<file path="src/rtl/clr_hold_pkg.sv">
package clr_hold_pkg;
   function automatic int sel_width(input int n);
      return (n > 1) ? $clog2(n) : 1;
   endfunction
endpackage

</file>
<file path="src/rtl/clr_hold_sync.sv">
module clr_hold_sync #(
   parameter int STAGES = 2
) (
   input  logic clk,
   input  logic rst_n,
   input  logic async_i,
   output logic edge_o
);
   if (STAGES < 2) begin : g_bad_stages
      $error("clr_hold_sync: STAGES must be at least 2");
   end

   logic [STAGES-1:0] chain_q;
   logic              last_q;

   always_ff @(posedge clk or negedge rst_n) begin
      if (!rst_n) begin
         chain_q <= '0;
         last_q  <= 1'b0;
      end else begin
         chain_q <= {chain_q[STAGES-2:0], async_i};
         last_q  <= chain_q[STAGES-1];
      end
   end

   assign edge_o = chain_q[STAGES-1] & ~last_q;
endmodule

</file>
<file path="src/rtl/clr_hold_chan.sv">
module clr_hold_chan #(
   parameter int CODE_W  = 12,
   parameter bit OUT_REG = 1'b0
) (
   input  logic              clk,
   input  logic              rst_n,
   input  logic              clr_edge_i,
   input  logic              cfg_we_i,
   input  logic [CODE_W-1:0] cfg_code_i,
   input  logic              cfg_en_i,
   input  logic              upd_i,
   input  logic [CODE_W-1:0] live_i,
   output logic              en_o,
   output logic              held_o,
   output logic [CODE_W-1:0] code_o
);
   if (CODE_W < 1) begin : g_bad_width
      $error("clr_hold_chan: CODE_W must be positive");
   end

   logic [CODE_W-1:0] clr_code_q;
   logic              en_q;
   logic              held_q;
   logic [CODE_W-1:0] mux_code;

   always_ff @(posedge clk or negedge rst_n) begin
      if (!rst_n) begin
         clr_code_q <= '0;
         en_q       <= 1'b0;
      end else if (cfg_we_i) begin
         clr_code_q <= cfg_code_i;
         en_q       <= cfg_en_i;
      end
   end

   // clear has priority over a coinciding data update
   always_ff @(posedge clk or negedge rst_n) begin
      if (!rst_n)                  held_q <= 1'b0;
      else if (clr_edge_i && en_q) held_q <= 1'b1;
      else if (upd_i)              held_q <= 1'b0;
   end

   assign mux_code = held_q ? clr_code_q : live_i;

   if (OUT_REG) begin : g_out_reg
      logic [CODE_W-1:0] out_q;
      always_ff @(posedge clk or negedge rst_n) begin
         if (!rst_n) out_q <= '0;
         else        out_q <= mux_code;
      end
      assign code_o = out_q;
   end else begin : g_out_comb
      assign code_o = mux_code;
   end

   assign en_o   = en_q;
   assign held_o = held_q;
endmodule

</file>
<file path="src/rtl/clr_hold_ctrl.sv">
module clr_hold_ctrl #(
   parameter int NUM_CH      = 4,
   parameter int CODE_W      = 12,
   parameter int SYNC_STAGES = 2,
   parameter bit OUT_REG     = 1'b0,
   localparam int SEL_W      = clr_hold_pkg::sel_width(NUM_CH),
   localparam int BUS_W      = NUM_CH * CODE_W
) (
   input  logic              clk,
   input  logic              rst_n,
   input  logic              clr_async_i,
   input  logic              cfg_we_i,
   input  logic [SEL_W-1:0]  cfg_sel_i,
   input  logic [CODE_W-1:0] cfg_code_i,
   input  logic              cfg_en_i,
   input  logic [NUM_CH-1:0] upd_i,
   input  logic [BUS_W-1:0]  live_code_i,
   output logic [BUS_W-1:0]  dac_code_o,
   output logic [NUM_CH-1:0] held_o
);
   if (NUM_CH < 1) begin : g_bad_count
      $error("clr_hold_ctrl: NUM_CH must be positive");
   end

   logic              clr_edge;
   logic [NUM_CH-1:0] en_q;

   clr_hold_sync #(.STAGES(SYNC_STAGES)) u_sync (
      .clk     (clk),
      .rst_n   (rst_n),
      .async_i (clr_async_i),
      .edge_o  (clr_edge)
   );

   for (genvar c = 0; c < NUM_CH; c++) begin : g_ch
      logic sel_hit;
      assign sel_hit = cfg_we_i && (cfg_sel_i == SEL_W'(c));

      clr_hold_chan #(.CODE_W(CODE_W), .OUT_REG(OUT_REG)) u_chan (
         .clk        (clk),
         .rst_n      (rst_n),
         .clr_edge_i (clr_edge),
         .cfg_we_i   (sel_hit),
         .cfg_code_i (cfg_code_i),
         .cfg_en_i   (cfg_en_i),
         .upd_i      (upd_i[c]),
         .live_i     (live_code_i[c*CODE_W +: CODE_W]),
         .en_o       (en_q[c]),
         .held_o     (held_o[c]),
         .code_o     (dac_code_o[c*CODE_W +: CODE_W])
      );
   end
endmodule

</file>
<file path="config.mk">
export PLATFORM = sky130hd
export DESIGN_NAME = clr_hold_ctrl
export DESIGN_NICKNAME = d
export VERILOG_FILES = /design/src/rtl/clr_hold_pkg.sv /design/src/rtl/clr_hold_sync.sv /design/src/rtl/clr_hold_chan.sv /design/src/rtl/clr_hold_ctrl.sv
export SDC_FILE = /design/constraint.sdc
export NUM_CORES = 1
export LEC_CHECK = 0
export BUFFER_PORTS_ARGS = -buffer_cell sky130_fd_sc_hd__clkbuf_2
export CAP_MARGIN = 20
export CORE_ASPECT_RATIO = 1.75
export CORE_MARGIN = 2
export CORE_UTILIZATION = 47
export CTS_CLUSTER_DIAMETER = 200
export DETAILED_ROUTE_END_ITERATION = 10
export PLACE_DENSITY = 0.78
export SYNTH_ARGS = -nofsm -noshare
export SYNTH_HDL_FRONTEND = slang
export SYNTH_SLANG_ARGS = --single-unit
</file>
<file path="constraint.sdc">
create_clock -name clk -period 1.55 [get_ports clk]
set_input_delay 0.31 -clock clk [delete_from_list [all_inputs] [get_ports clk]]
set_output_delay 0.31 -clock clk [all_outputs]
set_load 0.05 [all_outputs]
</file>
==> results.py, run 1 <==
metrics = {
    "outcome": {
        "outcome": "complete, but fails checks",
        "violations": "negative setup slack",
    },
    "finish": {
        "final_layout_size_suffix_gt1_share_pct": 78.2,
        "antenna_cells": 0,
        "area.growth.synth_to_final_pct": 61.2,
        "fin_util_pct": 77.3,
        "fin_nets": 393,
        "final.fill_count": 343,
    },
    "clock_tree": {
        "cts_tree": "built",
        "cts_root_buffer": "clkbuf_8",
        "clk_latency_ns": 0.34,
        "cts-htree-levels": 3,
        "cts.sinks": 59,
        "cts_buffers": 9,
        "clk_pin_slew_ns": 0.06,
        "clockBufferDepth": 2,
    },
    "min_path": {
        "hp-start": "clr_async_i",
        "hp-class": "input pin to flip-flop",
    },
    "grt": {
        "overflow": 0,
        "grt_pass1_wl_mm": 11.6,
        "grt_start_max_net_pins": 60,
        "grt.total_usage_pct": 25.3,
        "grt_pass1_vias": 2287,
        "antenna_found_initial": 0,
    },
    "timing": {
        "slew_violations": 0,
        "rsz0062_at_grt": "true",
        "finalSetupTns_ns": -7.48,
        "period_needed_ns": 1.75,
        "holdWs_ns": 0.101,
        "fin_crit_sh_pct": 113,
        "worst_pin_slew_ns": 0.316,
        "fmax_mhz": 573,
        "fin_worst_skew_ns": 0.00474,
        "slew_headroom_pct": 78.9,
        "fin_ws_ns": -0.195,
        "hold_violations": 0,
        "setup_viol": 48,
    },
    "placed_design": {
        "dpl.hpwl_mm": 4.71,
        "port-buffer-count": 122,
        "place_ws_ns": 0.0869,
        "routabilityCongestion": 0.704,
    },
    "synth": {
        "syn_nets": 255,
        "netlist_top_cells_area": "dfrtp_1 (53%), mux2_2 (41%), buf_4 (1.6%), a22o_1 (1.3%), buf_2 (0.90%)",
        "synth-edff-count": 0,
        "syn_inst": 184,
        "ys_seq_area_share_pct": 53.2,
        "synth.avg_cell_area_um2": 15.1,
        "synthTopCellsByCount": "mux2_2 (100), dfrtp_1 (59), buf_4 (6), buf_2 (5)",
        "yosys.area.top_type": "dfrtp_1",
        "async_flop_share_pct": 100,
        "yosys.cell_count.top_type": "mux2_2",
        "synth_cell_types": 11,
        "yosys_register_bits": 59,
        "ys_warn_count": 0,
        "syn-cell-area_um2": 2770,
        "synth_ff_type": "dfrtp_1",
        "synth.top_cell.area_share_pct": 53.2,
    },
    "power_and_ir_drop": {
        "finalPower_mw": 5.64,
        "max-vdd-ir-drop_v": 0.000751,
        "p_leak_nw": 2.19,
        "powerDensity_nw_per_um2": 1260,
    },
    "setup_path": {
        "cp_max_fo": 6,
        "r2r_setup_slack_ns": 0.61,
        "critical_path.max_stage_delay_ns": 0.43,
        "arrival_ns": 1.44,
        "critPathLaunchType": "flip-flop",
        "crit_path_start": "g_ch[3].u_chan.held_o",
        "cp.required_ns": 1.24,
        "cp_cell_sequence": "buf_6, mux2_4, buf_8",
        "crit_type": "flip-flop to output port",
        "rr_startpoint": "g_ch[1].u_chan.held_o",
        "worst_path_max_delay_cell": "dfrtp_1",
        "cp-end-kind": "output port",
    },
    "floorplanning": {
        "ios": 123,
        "rows": 37,
        "die_h_um": 106,
        "die-width_um": 62.1,
        "initial_core_util_pct": 47.9,
        "dieArea_um2": 6550,
        "coreArea_um2": 5790,
    },
    "detailed_routing": {
        "drt_pre_antenna_iters": 4,
        "routedWlPerCell_um": 19.4,
        "drt_iter0_markers": 51,
        "antenna_left": 0,
        "avgViaCountPerCell": 5.16,
        "drc": 0,
        "routed_wl_mm": 7.86,
        "num_vias": 2084,
    },
    "run": {
        "drv_cap": 0,
    },
}
## cell usage in the layout, fill, tap and decap left out, drive strengths merged
cell type / instances
dlygate4sd3: 1
inv: 4
clkinv: 2
mux2: 100
buf: 61
nand3b: 2
a22o: 4
nor2b: 1
nor3b: 1
dfrtp: 59
nand3: 1
clkbuf: 90
## report_power, final
part | internal [mW] | switching, mW
clock network | 0.697 | 0.564
logic | 1.17 | 1.21
registers | 1.82 | 0.174
## critical path: cells and delay by family, from the launching register on
| family | cells | cell delay, ns |
|---|---|---|
| mux | 1 | 0.33 |
| flops | 1 | 0.43 |
| buf+inv | 2 | 0.33 |
## registers in the layout, summed over array words and instances, names as in the netlist
name                    count
u_sync.chain_q              2
g_ch.u_chan.held_o          4
g_ch.u_chan.clr_code_q     48
g_ch.u_chan.en_o            4
u_sync.last_q               1
## area by class of cell
class | count | area [um2] | share of cell area, %
well taps | 78 | 97.6 | 2.18
inverters | 4 | 15.0 | 0.336
repair buffers | 139 | 1340 | 29.9
clock buffers | 13 | 169 | 3.78
multi-input cells | 109 | 1370 | 30.5
clock inverters | 2 | 10.0 | 0.224
flip-flops and latches | 59 | 1480 | 33.1
## repair_timing
action	4_1_cts	5_1_grt
setup endpoints to repair	48	49
hold buffers	1	0
gates cloned	0	1
resized for setup	145	59
endpoints found under the hold margin	59	0
setup buffers	0	0
## per-stage QoR
| stage | instance area [um2] | instances |
|---|---|---|
| finish | 4470 | 404 |
| global route | 4470 | 404 |
| CTS | 4350 | 403 |
| global placement | 3540 | 387 |
| floorplan | 2770 | 184 |
| detailed placement | 3540 | 387 |
## worst paths after layout
check	end	cells after the start
min reg2reg	u_sync.chain_q[1]	0
max reg2reg	g_ch[1].u_chan.held_o	2
min	u_sync.chain_q[0]	1
min in group asynchronous	g_ch[1].u_chan.clr_code_q[3]	3
max	dac_code_o[41]	3
max in group asynchronous	g_ch[2].u_chan.held_o	3
## metal layers
| layer | global-route usage (%) | up-vias | part of all wire (%) |
|---|---|---|---|
| li1 | - | 934 | - |
| met1 | 29.4 | 1063 | 37 |
| met2 | 42.1 | 74 | 57 |
| met3 | 4.54 | 13 | 3.6 |
| met4 | 13.1 | 0 | 2.1 |
| met5 | 0 | - | 0 |
## kinds of logic (layout without fill, tap and decap cells)
kind of cell           count (synthesis)  in the layout  share of synthesized area (%)
buffers and inverters                 16            158                           3.47
and+or+nand+nor                        5              5                           1.40
muxes                                100            100                           40.6
DFF                                   59             59                           53.2
AOI/OAI and AO/OA                      4              4                           1.26
(Power assumes the default switching activity.)
==> inputs of run 2 (changes only) <==
Settings changed: SKIP_CTS_REPAIR_TIMING set to 1.
==> run 2 against run 1 <==
Against the previous run: the run ends with negative hold slack, negative setup slack left; maximum frequency grew 0.72%; first-iteration DRC count shrank 24%; sequential power is essentially flat; via count grew 0.86%; sequential share of layout area grew 1.6 points; routed wire length shrank 5.8%.
==> results.py, run 2 (synthesis results as in run 1) <==
metrics = {
    "outcome": {
        "outcome": "complete, but fails checks",
        "violations": "negative hold slack, negative setup slack",
    },
    "floorplanning": {
        "dieArea_um2": 6550,
        "rows": 37,
        "coreArea_um2": 5790,
        "initial_core_util_pct": 47.9,
        "die_h_um": 106,
        "ios": 123,
        "die-width_um": 62.1,
    },
    "detailed_routing": {
        "drt_pre_antenna_iters": 4,
        "routed_wl_mm": 7.40,
        "drt_iter0_markers": 39,
        "drc": 0,
        "routedWlPerCell_um": 18.4,
        "antenna_left": 0,
        "num_vias": 2102,
        "avgViaCountPerCell": 5.22,
    },
    "grt": {
        "grt.total_usage_pct": 20.6,
        "overflow": 0,
        "grt_start_max_net_pins": 60,
        "grt_pass1_wl_mm": 9.52,
        "grt_pass1_vias": 1984,
        "antenna_found_initial": 0,
    },
    "finish": {
        "fin_nets": 392,
        "final_layout_size_suffix_gt1_share_pct": 78.5,
        "largest_register": "g_ch.u_chan.clr_code_q",
        "fin_util_pct": 73.7,
        "final_common_cell": "clkbuf_2",
        "antenna_cells": 0,
        "final.fill_count": 388,
        "final-instance-count-excl-fill": 403,
        "largest_reg_flops": 48,
        "area.growth.synth_to_final_pct": 53.9,
        "mostFrequentLayoutCells": "clkbuf_2 (74), mux2_2 (70), dfrtp_1 (57)",
    },
    "timing": {
        "finalSetupTns_ns": -6.67,
        "rsz0062_at_grt": "true",
        "fin_worst_skew_ns": 0.00369,
        "slew_headroom_pct": 78.7,
        "fin_crit_sh_pct": 112,
        "setup_viol": 48,
        "slew_violations": 0,
        "holdWs_ns": -0.0172,
        "fmax_mhz": 577,
        "hold_violations": 11,
        "period_needed_ns": 1.73,
        "fin_ws_ns": -0.183,
        "worst_pin_slew_ns": 0.320,
    },
    "setup_path": {
        "crit_type": "flip-flop to output port",
        "critPathLaunchType": "flip-flop",
        "arrival_ns": 1.42,
        "cp_max_fo": 6,
        "cp.required_ns": 1.24,
        "cp-end-kind": "output port",
        "r2r_setup_slack_ns": 0.62,
        "r2r_cells": 2,
        "r2r_end": "g_ch[3].u_chan.held_o",
        "rr_startpoint": "g_ch[3].u_chan.held_o",
    },
    "run": {
        "drv_cap": 0,
    },
    "clock_tree": {
        "cts.sinks": 59,
        "cts_tree": "built",
        "cts-htree-levels": 3,
        "clk_pin_slew_ns": 0.06,
        "cts_root_buffer": "clkbuf_8",
        "cts_buffers": 9,
        "clk_latency_ns": 0.33,
        "clockBufferDepth": 2,
    },
    "placed_design": {
        "dp.cells": 387,
        "routabilityCongestion": 0.704,
        "dpl.hpwl_mm": 4.71,
        "port-buffer-count": 122,
    },
    "min_path": {
        "hp-class": "input pin to async pin",
    },
    "power_and_ir_drop": {
        "powerDensity_nw_per_um2": 1270,
        "max-vdd-ir-drop_v": 0.000699,
        "p_leak_nw": 2.08,
    },
}
## run 2: changes by cell type in the layout (fill, tap and decap cells not counted)
cell           delta
dlygate4sd3_1     -1
clkbuf_16         -4
buf_6            +27
mux2_2           +14
buf_8            -23
clkbuf_2          +1
buf_2             -1
mux2_4           -14
## run 2: cell type report
class / instances / area [um2] / share of cell area, %
flip-flops and latches: 59 / 1480 / 34.7
clock buffers: 13 / 169 / 3.96
inverters: 4 / 15.0 / 0.352
multi-input cells: 109 / 1310 / 30.8
clock inverters: 2 / 10.0 / 0.235
well taps: 78 / 97.6 / 2.29
repair buffers: 138 / 1180 / 27.7
## run 2: worst max-delay path, stage by stage, from the launching register on
cell and delay (ns):
dfrtp_1 0.43, buf_6 0.18, mux2_4 0.33, buf_8 0.15
## run 2: worst max-delay path by stage
stage | start | to | slack (ns)
2_1_floorplan | g_ch[0].u_chan.held_o | dac_code_o[10] | 0.16
3_3_place_gp | g_ch[2].u_chan.held_o | dac_code_o[34] | 0.13
3_5_place_dp | g_ch[2].u_chan.held_o | dac_code_o[34] | 0.09
4_1_cts | g_ch[2].u_chan.held_o | dac_code_o[34] | -0.28
5_1_grt | g_ch[3].u_chan.held_o | dac_code_o[41] | -0.20
6_report | g_ch[3].u_chan.held_o | dac_code_o[41] | -0.18
## run 2: metrics by stage
stage	worst slack [ns]	hold slack, ns	total power [mW]	cell area (um2)
2_1_floorplan	0.158	0.0144	3.23	2770
3_3_place_gp	0.128	0.335	3.65	3540
3_5_place_dp	0.0869	0.340	3.70	3540
4_1_cts	-0.278	-0.0140	4.95	3720
5_1_grt	-0.205	0.000409	5.64	4270
6_report	-0.183	-0.0172	5.43	4270
## run 2: power by group
| group | switching [mW] | leakage, nW | internal (mW) |
|---|---|---|---|
| clock network | 0.541 | 0.0953 | 0.697 |
| registers | 0.167 | 0.700 | 1.82 |
| logic | 1.17 | 1.28 | 1.03 |
| total | 1.88 | 2.08 | 3.55 |
## run 2: per-layer routing
| layer | global-route usage [%] | vias up | part of all wire, % |
|---|---|---|---|
| met3 | 2.21 | 22 | 4.0 |
| met5 | 0 | - | 0 |
| li1 | - | 930 | - |
| met2 | 34.9 | 87 | 57 |
| met1 | 23.1 | 1063 | 36 |
| met4 | 12.6 | 0 | 3.5 |
==> inputs of run 3 (changes only) <==
Settings changed: ABC_AREA set to 1, CORE_UTILIZATION 47 to 30, PLACE_DENSITY 0.78 to 0.52.
==> run 3 against run 2 <==
Against the previous run: area after synthesis increased by 8.6%; setup slack improved by 0.10 ns; critical endpoint is now dac_code_o[36]; first-iteration DRC count increased to 4.3 times the previous value; total power increased by 9.4%; the flow finishes with violations (negative setup slack).
==> results.py, run 3 <==
metrics = {
    "setup_path": {
        "cp_max_fo": 6,
        "cp-end-kind": "output port",
        "crit_type": "flip-flop to output port",
        "cp.required_ns": 1.24,
        "arrival_ns": 1.32,
        "critPathLaunchType": "flip-flop",
    },
    "synth": {
        "yosys.area.top_type": "dfrtp_1",
        "netlist_top_cells_area": "dfrtp_1 (49%), nand2_1 (31%), nand4_1 (8.1%), nand3_1 (2.8%), buf_2 (2.5%)",
        "synth-edff-count": 0,
        "synth_cell_types": 12,
        "syn_inst": 410,
        "syn_nets": 481,
        "async_flop_share_pct": 100,
        "ys_warn_count": 0,
        "synth_ff_type": "dfrtp_1",
        "synthTopCellsByCount": "nand2_1 (249), dfrtp_1 (59), nand4_1 (39), nand3_1 (17), buf_2 (15)",
        "synth.top_cell.area_share_pct": 49.0,
        "yosys.cell_count.top_type": "nand2_1",
        "ys_seq_area_share_pct": 49.0,
        "synth.avg_cell_area_um2": 7.34,
        "yosys_register_bits": 59,
        "syn-cell-area_um2": 3010,
    },
    "detailed_routing": {
        "drt_pre_antenna_iters": 4,
        "num_vias": 3147,
        "routed_wl_mm": 9.66,
        "antenna_left": 0,
        "drt_iter0_markers": 168,
        "routedWlPerCell_um": 14.5,
        "avgViaCountPerCell": 4.71,
        "drc": 0,
    },
    "placed_design": {
        "dpl.hpwl_mm": 6.96,
        "dp.cells": 642,
        "routabilityCongestion": 0.771,
        "dpl_cell_area_um2": 4110,
        "port-buffer-count": 122,
    },
    "clock_tree": {
        "cts_tree": "built",
        "cts-htree-levels": 3,
        "cts_root_buffer": "clkbuf_16",
        "cts_buffers": 9,
        "cts.sinks": 59,
        "clockBufferDepth": 2,
        "clk_latency_ns": 0.33,
        "clk_pin_slew_ns": 0.05,
    },
    "timing": {
        "setup_viol": 47,
        "hold_violations": 0,
        "fin_worst_skew_ns": 0.00668,
        "fmax_mhz": 612,
        "period_needed_ns": 1.63,
        "rsz0062_at_grt": "true",
        "fin_ws_ns": -0.0828,
        "worst_pin_slew_ns": 0.563,
        "fin_crit_sh_pct": 105,
        "slew_violations": 0,
        "slew_headroom_pct": 62.5,
    },
    "floorplanning": {
        "dieArea_um2": 10900,
        "coreArea_um2": 9790,
        "die_h_um": 137,
        "die-width_um": 79.7,
        "ios": 123,
        "initial_core_util_pct": 30.8,
        "rows": 48,
    },
    "finish": {
        "largest_register": "g_ch.u_chan.clr_code_q",
        "area.growth.synth_to_final_pct": 59.4,
        "final_layout_size_suffix_gt1_share_pct": 40.3,
        "final_common_cell": "nand2_1",
        "final-instance-count-excl-fill": 668,
        "final_area_um2": 4800,
        "largest_reg_flops": 48,
        "mostFrequentLayoutCells": "nand2_1 (204), clkbuf_2 (72), dfrtp_1 (55)",
        "antenna_cells": 0,
        "fin_nets": 609,
    },
    "power_and_ir_drop": {
        "sw_frac_of_total_pct": 34.4,
        "powerDensity_nw_per_um2": 1240,
        "max-vdd-ir-drop_v": 0.000667,
        "power_frac_clock_pct": 33.6,
        "p_leak_nw": 2.56,
        "combPwrFrac_pct": 34.0,
        "p_int_mw": 3.90,
        "p_sw_mw": 2.04,
        "p_seq_share_pct": 32.4,
    },
    "run": {
        "drv_cap": 0,
    },
    "grt": {
        "grt_start_max_net_pins": 31,
        "antenna_found_initial": 0,
        "grt.total_usage_pct": 17.9,
        "grt_pass1_vias": 2948,
        "overflow": 0,
        "grt_pass1_wl_mm": 14.6,
    },
    "outcome": {
        "outcome": "complete, but fails checks",
        "violations": "negative setup slack",
    },
    "min_path": {
        "hp-class": "input pin to flip-flop",
    },
}
run 3: changes by cell type in the layout (fill, tap and decap cells not counted), moves of 21 or more:
cell,before,now
nand2_2,0,45
mux2_2,70,0
mux2_4,30,0
buf_12,2,28
buf_8,23,2
nand2_1,0,204
nand4_1,0,39
run 3: final cells by class:
type	count	area, um2
fill	951	4990
multi-input combinational	313	1430
timing repair inverter	4	30.0
sequential	59	1480
tap	125	156
clock inverter	4	48.8
timing repair buffer	144	1350
inverter	7	41.3
clock buffer	12	256
run 3: logic make-up (layout without fill, tap and decap cells):
| logic type | after synthesis | after routing | synth area share, % |
|---|---|---|---|
| AOI/OAI and AO/OA | 4 | 4 | 0.665 |
| buffers and inverters | 38 | 171 | 7.11 |
| and+or+nand+nor | 309 | 309 | 43.2 |
| DFF | 59 | 59 | 49.0 |
run 3: critical path, stage by stage, from the launching register on:
cell,delay [ns]
dfrtp_2,0.42
buf_12,0.12
clkinvlp_4,0.15
nand2_2,0.11
nand2_2,0.06
buf_12,0.14
run 3: worst paths after layout:
kind	endpoint	depth (start not counted)	slack (ns)	from
max	dac_code_o[36]	5	-0.08	g_ch[3].u_chan.held_o
min	u_sync.chain_q[0]	1	0.09	clr_async_i
max reg2reg	g_ch[3].u_chan.held_o	4	0.44	g_ch[3].u_chan.held_o
min reg2reg	u_sync.chain_q[1]	0	0.36	u_sync.chain_q[0]
max in group asynchronous	g_ch[2].u_chan.held_o	3	0.47	rst_n
min in group asynchronous	g_ch[3].u_chan.clr_code_q[10]	2	0.51	rst_n
run 3: power groups by stage:
stage	Combinational, mW	Clock (mW)	Sequential [mW]
floorplan	1.11	0	1.90
global placement	1.80	0	1.92
detailed placement	1.82	0	1.92
CTS	1.82	2.04	1.90
global route	2.16	2.12	1.96
finish	2.02	2.00	1.92
run 3: routing by layer:
metal  GRT usage [%]  routed length [um]  share of wire [%]  vias to the layer above
met2            29.8                5070                 52                      103
li1                -                   -                  -                     1568
met1            21.7                3790                 39                     1455
met4            9.29                 293                3.0                        0
met3            3.30                 507                5.2                       21
met5               0                   0                  0                        -
run 3: through the flow:
step / setup TNS [ns] / util (%) / power (mW) / worst slack, ns / hold WS [ns]
4_1_cts: -8.24 / 45.1 / 5.76 / -0.238 / -0.0295
6_report: -1.62 / 49.0 / 5.94 / -0.0828 / 0.0881
5_1_grt: -4.65 / 49.0 / 6.24 / -0.145 / 0.0868
2_1_floorplan: 0 / - / 3.00 / 0.175 / 0.0144
3_5_place_dp: 0 / 42.0 / 3.74 / 0.117 / 0.325
3_3_place_gp: 0 / 42.0 / 3.72 / 0.162 / 0.312
